<file path="src/rtl/smbus_dec_pkg.sv">
package smbus_dec_pkg;
  typedef enum logic [2:0] {
    ST_IDLE, ST_ADDR, ST_CMD, ST_DATA, ST_DROP
  } txn_state_e;

  typedef enum logic [1:0] {
    CLS_RAM, CLS_NV, CLS_ERASE
  } cmd_class_e;
endpackage

</file>
<file path="src/rtl/sdec_classify.sv">
module sdec_classify
  import smbus_dec_pkg::*;
#(
  parameter logic [7:0] RAM_TOP   = 8'hDF,
  parameter logic [7:0] ERASE_CMD = 8'hFE
) (
  input  logic [7:0]  cmd_i,
  output cmd_class_e  cls_o
);
  always_comb begin
    if (cmd_i == ERASE_CMD)     cls_o = CLS_ERASE;
    else if (cmd_i <= RAM_TOP)  cls_o = CLS_RAM;
    else                        cls_o = CLS_NV;
  end
endmodule

</file>
<file path="src/rtl/sdec_txn_fsm.sv">
module sdec_txn_fsm
  import smbus_dec_pkg::*;
#(
  parameter logic [6:0] SLAVE_ADDR = 7'h34,
  parameter logic [7:0] RAM_TOP    = 8'hDF,
  parameter logic [7:0] ERASE_CMD  = 8'hFE
) (
  input  logic       clk,
  input  logic       rst_n,
  input  logic       start_i,
  input  logic       stop_i,
  input  logic       rx_valid_i,
  input  logic       rx_ready_i,
  input  logic [7:0] rx_data_i,
  input  logic       erase_busy_i,
  input  logic       erase_en_i,
  output logic       ack_valid_o,
  output logic       ack_o,
  output logic       erase_req_o,
  output logic       do_ptr_o,
  output logic       do_reg_o,
  output logic       do_nv_o,
  output logic [7:0] cmd_o,
  output logic [7:0] d0_o,
  output logic [7:0] d1_o
);
  txn_state_e state_q;
  logic [1:0] cnt_q;
  logic [7:0] cmd_q, d0_q, d1_q;
  cmd_class_e rx_cls, held_cls;
  logic       hs, addr_hit;
  logic [1:0] limit;

  sdec_classify #(.RAM_TOP(RAM_TOP), .ERASE_CMD(ERASE_CMD)) u_cls_rx (
    .cmd_i(rx_data_i), .cls_o(rx_cls));
  sdec_classify #(.RAM_TOP(RAM_TOP), .ERASE_CMD(ERASE_CMD)) u_cls_held (
    .cmd_i(cmd_q), .cls_o(held_cls));

  assign hs       = rx_valid_i && rx_ready_i;
  assign addr_hit = (rx_data_i[7:1] == SLAVE_ADDR) && !erase_busy_i;
  assign limit    = (held_cls == CLS_RAM) ? 2'd1 : 2'd2;

  always_ff @(posedge clk) begin
    if (!rst_n) begin
      state_q     <= ST_IDLE;
      cnt_q       <= 2'd0;
      cmd_q       <= 8'd0;
      d0_q        <= 8'd0;
      d1_q        <= 8'd0;
      ack_valid_o <= 1'b0;
      ack_o       <= 1'b0;
      erase_req_o <= 1'b0;
    end else begin
      ack_valid_o <= 1'b0;
      erase_req_o <= 1'b0;
      if (start_i) begin
        state_q <= ST_ADDR;
        cnt_q   <= 2'd0;
      end else if (stop_i) begin
        state_q <= ST_IDLE;
      end else if (hs) begin
        ack_valid_o <= 1'b1;
        unique case (state_q)
          ST_ADDR: begin
            ack_o   <= addr_hit;
            state_q <= (addr_hit && !rx_data_i[0]) ? ST_CMD : ST_DROP;
          end
          ST_CMD: begin
            ack_o <= 1'b1;
            cmd_q <= rx_data_i;
            if (rx_cls == CLS_ERASE) begin
              state_q     <= ST_DROP;
              erase_req_o <= erase_en_i && !erase_busy_i;
            end else begin
              state_q <= ST_DATA;
            end
          end
          ST_DATA: begin
            if (cnt_q < limit) begin
              ack_o <= 1'b1;
              cnt_q <= cnt_q + 2'd1;
              if (cnt_q == 2'd0) d0_q <= rx_data_i;
              else               d1_q <= rx_data_i;
            end else begin
              ack_o   <= 1'b0;
              state_q <= ST_DROP;
            end
          end
          default: ack_o <= 1'b0;
        endcase
      end
    end
  end

  always_comb begin
    do_ptr_o = 1'b0;
    do_reg_o = 1'b0;
    do_nv_o  = 1'b0;
    if (stop_i && !start_i && state_q == ST_DATA) begin
      do_ptr_o = (cnt_q == 2'd0);
      do_reg_o = (held_cls == CLS_RAM) && (cnt_q == 2'd1);
      do_nv_o  = (held_cls == CLS_NV)  && (cnt_q == 2'd2);
    end
  end

  assign cmd_o = cmd_q;
  assign d0_o  = d0_q;
  assign d1_o  = d1_q;
endmodule

</file>
<file path="src/rtl/sdec_commit.sv">
module sdec_commit #(
  parameter logic [7:0] CFG_ADDR     = 8'h90,
  parameter int         ERASE_EN_BIT = 2,
  parameter int         NV_AW        = 16
) (
  input  logic             clk,
  input  logic             rst_n,
  input  logic             do_ptr_i,
  input  logic             do_reg_i,
  input  logic             do_nv_i,
  input  logic [7:0]       cmd_i,
  input  logic [7:0]       d0_i,
  input  logic [7:0]       d1_i,
  input  logic             wr_ready_i,
  output logic             wr_valid_o,
  output logic [7:0]       wr_addr_o,
  output logic [7:0]       wr_data_o,
  output logic [7:0]       ptr_o,
  output logic [NV_AW-1:0] nv_ptr_o,
  output logic             erase_en_o
);
  always_ff @(posedge clk) begin
    if (!rst_n) begin
      wr_valid_o <= 1'b0;
      wr_addr_o  <= 8'd0;
      wr_data_o  <= 8'd0;
      ptr_o      <= 8'd0;
      nv_ptr_o   <= '0;
      erase_en_o <= 1'b0;
    end else begin
      if (do_ptr_i) ptr_o <= cmd_i;
      if (do_nv_i)  nv_ptr_o <= NV_AW'({d0_i, d1_i});
      if (do_reg_i) begin
        wr_valid_o <= 1'b1;
        wr_addr_o  <= cmd_i;
        wr_data_o  <= d0_i;
        if (cmd_i == CFG_ADDR) erase_en_o <= d0_i[ERASE_EN_BIT];
      end else if (wr_valid_o && wr_ready_i) begin
        wr_valid_o <= 1'b0;
      end
    end
  end
endmodule

</file>
<file path="src/rtl/smbus_cmd_decoder.sv">
module smbus_cmd_decoder
  import smbus_dec_pkg::*;
#(
  parameter logic [6:0] SLAVE_ADDR   = 7'h34,
  parameter logic [7:0] RAM_TOP      = 8'hDF,
  parameter logic [7:0] ERASE_CMD    = 8'hFE,
  parameter logic [7:0] CFG_ADDR     = 8'h90,
  parameter int         ERASE_EN_BIT = 2,
  parameter int         NV_AW        = 16,
  parameter int         PAGE_LSB     = 5,
  parameter int         PAGE_W       = 5
) (
  input  logic              clk,
  input  logic              rst_n,
  input  logic              start_i,
  input  logic              stop_i,
  input  logic              rx_valid_i,
  output logic              rx_ready_o,
  input  logic [7:0]        rx_data_i,
  output logic              ack_valid_o,
  output logic              ack_o,
  input  logic              erase_busy_i,
  output logic              reg_wr_valid_o,
  input  logic              reg_wr_ready_i,
  output logic [7:0]        reg_wr_addr_o,
  output logic [7:0]        reg_wr_data_o,
  output logic [7:0]        ptr_o,
  output logic [NV_AW-1:0]  nv_ptr_o,
  output logic              erase_req_o,
  output logic [PAGE_W-1:0] erase_page_o
);
  logic       do_ptr, do_reg, do_nv, erase_en;
  logic [7:0] cmd, d0, d1;

  assign rx_ready_o = !reg_wr_valid_o;

  sdec_txn_fsm #(
    .SLAVE_ADDR(SLAVE_ADDR), .RAM_TOP(RAM_TOP), .ERASE_CMD(ERASE_CMD)
  ) u_fsm (
    .clk(clk), .rst_n(rst_n), .start_i(start_i), .stop_i(stop_i),
    .rx_valid_i(rx_valid_i), .rx_ready_i(rx_ready_o), .rx_data_i(rx_data_i),
    .erase_busy_i(erase_busy_i), .erase_en_i(erase_en),
    .ack_valid_o(ack_valid_o), .ack_o(ack_o), .erase_req_o(erase_req_o),
    .do_ptr_o(do_ptr), .do_reg_o(do_reg), .do_nv_o(do_nv),
    .cmd_o(cmd), .d0_o(d0), .d1_o(d1)
  );

  sdec_commit #(
    .CFG_ADDR(CFG_ADDR), .ERASE_EN_BIT(ERASE_EN_BIT), .NV_AW(NV_AW)
  ) u_commit (
    .clk(clk), .rst_n(rst_n), .do_ptr_i(do_ptr), .do_reg_i(do_reg),
    .do_nv_i(do_nv), .cmd_i(cmd), .d0_i(d0), .d1_i(d1),
    .wr_ready_i(reg_wr_ready_i), .wr_valid_o(reg_wr_valid_o),
    .wr_addr_o(reg_wr_addr_o), .wr_data_o(reg_wr_data_o),
    .ptr_o(ptr_o), .nv_ptr_o(nv_ptr_o), .erase_en_o(erase_en)
  );

  assign erase_page_o = nv_ptr_o[PAGE_LSB +: PAGE_W];
endmodule

</file>
<file path="config.mk">
export PLATFORM = sky130hd
export DESIGN_NAME = smbus_cmd_decoder
export DESIGN_NICKNAME = d
export VERILOG_FILES = /design/src/rtl/smbus_dec_pkg.sv /design/src/rtl/sdec_classify.sv /design/src/rtl/sdec_txn_fsm.sv /design/src/rtl/sdec_commit.sv /design/src/rtl/smbus_cmd_decoder.sv
export SDC_FILE = /design/constraint.sdc
export NUM_CORES = 1
export LEC_CHECK = 0
export ABC_AREA = 1
export BUFFER_PORTS_ARGS = -buffer_cell sky130_fd_sc_hd__buf_2
export CORE_ASPECT_RATIO = 0.7
export CORE_MARGIN = 5
export CORE_UTILIZATION = 49
export DETAILED_ROUTE_END_ITERATION = 8
export GPL_ROUTABILITY_DRIVEN = 0
export PLACE_DENSITY_LB_ADDON = 0.12
export SLEW_MARGIN = 5
export SYNTH_ARGS = -nofsm -noshare
export SYNTH_HDL_FRONTEND = slang
export SYNTH_SLANG_ARGS = --single-unit
</file>
<file path="constraint.sdc">
create_clock -name clk -period 1.8 [get_ports clk]
set_clock_uncertainty 0.2 [all_clocks]
set_input_delay 0.09 -clock clk [delete_from_list [all_inputs] [get_ports clk]]
set_output_delay 0.09 -clock clk [all_outputs]
set_load 0.01 [all_outputs]
</file>
==> qor.yml <==
status: "complete, no violations"
synthTopCellsByCount: "nand2_1, nor2_1, dfxtp_1"
yosysTopAreaCell: "dfxtp_1"
synth_top_cell_area_share_pct: 47.02
synth_area_um2: 3151
crit_required_ns: 1.85
die_h_um: 77.09
grt_pass1_vias: 2693
yosys.cell_types.count: 26
post_drt_wl_per_cell_um: 12.84
rsz0062_at_grt: "true"
io_pins: 65
antenna_found_initial: 0
grt-ovfl-total: 0
hp-class: "register to register"
max_freq_mhz: 599.3
synth_top_family_by_area: "simple AND/OR/NAND/NOR gates"
vias_per_cell: 4.742
synth_edf_count: 0
drc: 0
yosysWarnings: 0
cp.arrival_ns: 1.72
drive_above_1_share_pct: 21.29
cp_max_fo: 8
cts_sinks: 74
ys_seq_elements: 74
design.core.area_um2: 6246
clk_pin_slew_worst_paths_ns: 0.09
start_kind: "register"
setup_violations: 0
finalCritPeriodShare_pct: 92.70
portBuffers: 64
cts_root_buf: "clkbuf_8"
grt_pass1_wl_mm: 12.74
yosysSeqAreaShare_pct: 47.02
dp_hpwl_mm: 5.195
grt_max_degree: 33
synth.avg_cell_area_um2: 7.226
slew_viol_final: 0
insertedDiodeCount: 0
vias: 2864
critical_path_class: "register to register"
synth_flop_cell: "dfxtp_1"
routed_wl_mm: 7.756
die-area_um2: 8159
syn_nets: 455
n_fill_cell: 570
yosysMostFrequentCell: "nand2_1"
slew_headroom_pct: 69.35
synth_compound_area_share_pct: 11.28
min_period_ns: 1.669
rows: 24
fin_nets: 540
drv_cap: 0
ant_nets: 0
dieWidth_um: 105.8
synth.mux.area_fraction_pct: 0
tns_ns: 0
clk_latency_ns: 0.34
tightest_slew_ns: 0.4593
synthCells: 436
synthArstFlopShare_pct: 0
synth_xor_area_share_pct: 0
post-place-ws_ns: 0.01556
fin_ws_ns: 0.1313
power.density_nw_per_um2: 782.6
area_growth_pct: 25.42
hold_viol_final: 0
initial_utilization_pct: 50.44
yosys-top-cells-area: "dfxtp_1, nand2_1, nor2_1"
cts_max_level: 3
cts_buffer_depth: 2
critPathCaptureType: "register"
synthAdderAreaFrac_pct: 1.589
p_leak_uw: 0.001944
peakVddDrop_v: 0.0004963
first_iter_violations: 154
cts_tree: "built"
cts_made_buffers: 9
yosys.area_share.simple_pct: 27.72
grt_util_all_layers_pct: 19.13
drt-pass1-iter-count: 4
[power breakdown]
part	switching (uW)	internal, uW	total, uW
Sequential	2.64	1640	1640
Clock	638	686	1320
Combinational	77.9	49.4	127
Total	718	2370	3090
[metrics by stage]
stage	hold slack (ns)	instance area [um2]	util [%]	std cells	power, uW
finish	0.2509	3951	63.26	604	3092
global route	0.2778	3951	63.26	604	3190
CTS	0.2535	3875	62.04	598	3110
detailed placement	0.1698	3516	56.29	567	1778
global placement	0.1644	3516	56.29	567	1778
floorplan	0.02491	3151	-	436	1735
[routing by layer]
layer / vias up / share of wire (%) / global-route usage [%]
met4: 0 / 1.0 / 5.304
met2: 74 / 45 / 30.85
li1: 1513 / - / -
met5: - / 0 / 0
met1: 1270 / 48 / 25.52
met3: 7 / 6.0 / 4.782
[cells by family (layout without fill, tap and decap cells)]
logic type | Yosys count | count (layout)
buffers and inverters | 82 | 171
and+or+nand+nor | 205 | 206
AOI/OAI and AO/OA | 71 | 71
DFF | 74 | 74
adders and majority gates | 4 | 4
[critical path: stages, from the launching register on]
cell,delay (ns)
dfxtp_1,0.35
nand3_2,0.09
ha_1,0.23
nor2_4,0.16
buf_4,0.17
nand4_4,0.18
nor2_1,0.14
nor2_1,0.06
[repair_timing]
item | in CTS | in global routing
hold buffers | 15 | 0
resized for setup | 1 | 7
gates cloned | 0 | 1
pin swaps | 0 | 2
setup buffers | 0 | 5
setup endpoints to repair | 5 | 16
hold endpoints to repair | 38 | 0
[sequential cells by signal (all words and copies together) (netlist names), 2 cells and up]
signal and count:
u_fsm.cmd_o 8, u_fsm.d0_o 8, u_fsm.cnt_q 2, u_commit.wr_addr_o 8, u_commit.ptr_o 8, u_commit.nv_ptr_o 16
u_fsm.state_q 3, u_fsm.d1_o 8, u_commit.wr_data_o 8
[cell type report]
cell class / instances / area, um2 / area share [%]
flip-flops and latches: 74 / 1481 / 37.49
clock inverters: 5 / 62.56 / 1.583
repair buffers: 95 / 615.6 / 15.58
clock buffers: 11 / 141.4 / 3.578
well taps: 78 / 97.59 / 2.470
multi-input cells: 281 / 1323 / 33.47
inverters: 60 / 230.2 / 5.826
[cell usage in the layout, fill, tap and decap left out, types with 2 or more instances in the layout]
cell type / Yosys / final
nand2_1: 93 / 93
nor2_1: 77 / 75
dfxtp_1: 74 / 74
buf_2: 3 / 64
inv_1: 58 / 58
a21oi_1: 40 / 40
o21ai_0: 30 / 28
dlygate4sd3_1: 0 / 15
nand3_1: 14 / 14
buf_4: 8 / 14
clkbuf_8: 1 / 10
nor3_1: 7 / 7
nor2_2: 3 / 4
ha_1: 4 / 4
o21ai_1: 1 / 3
nand3_2: 3 / 2
nor2_4: 1 / 2
clkinv_4: 1 / 2
nand3_4: 1 / 2
nand4_1: 2 / 2
nand4_4: 1 / 2
clkinvlp_4: 0 / 2
buf_12: 0 / 2
[final timing paths]
kind                                from                    endpoint  slack, ns  depth (start not counted)
max          u_fsm.cmd_o[6]$_SDFFE_PN0P_  u_fsm.d0_o[2]$_SDFFE_PN0P_       0.13                          7
min           u_fsm.d1_o[6]$_SDFFE_PN0P_  u_fsm.d1_o[6]$_SDFFE_PN0P_       0.25                          2
max reg2reg  u_fsm.cmd_o[6]$_SDFFE_PN0P_  u_fsm.d0_o[2]$_SDFFE_PN0P_       0.13                          7
min reg2reg   u_fsm.d1_o[6]$_SDFFE_PN0P_  u_fsm.d1_o[6]$_SDFFE_PN0P_       0.25                          2
Power figures use the tool's default switching activity.
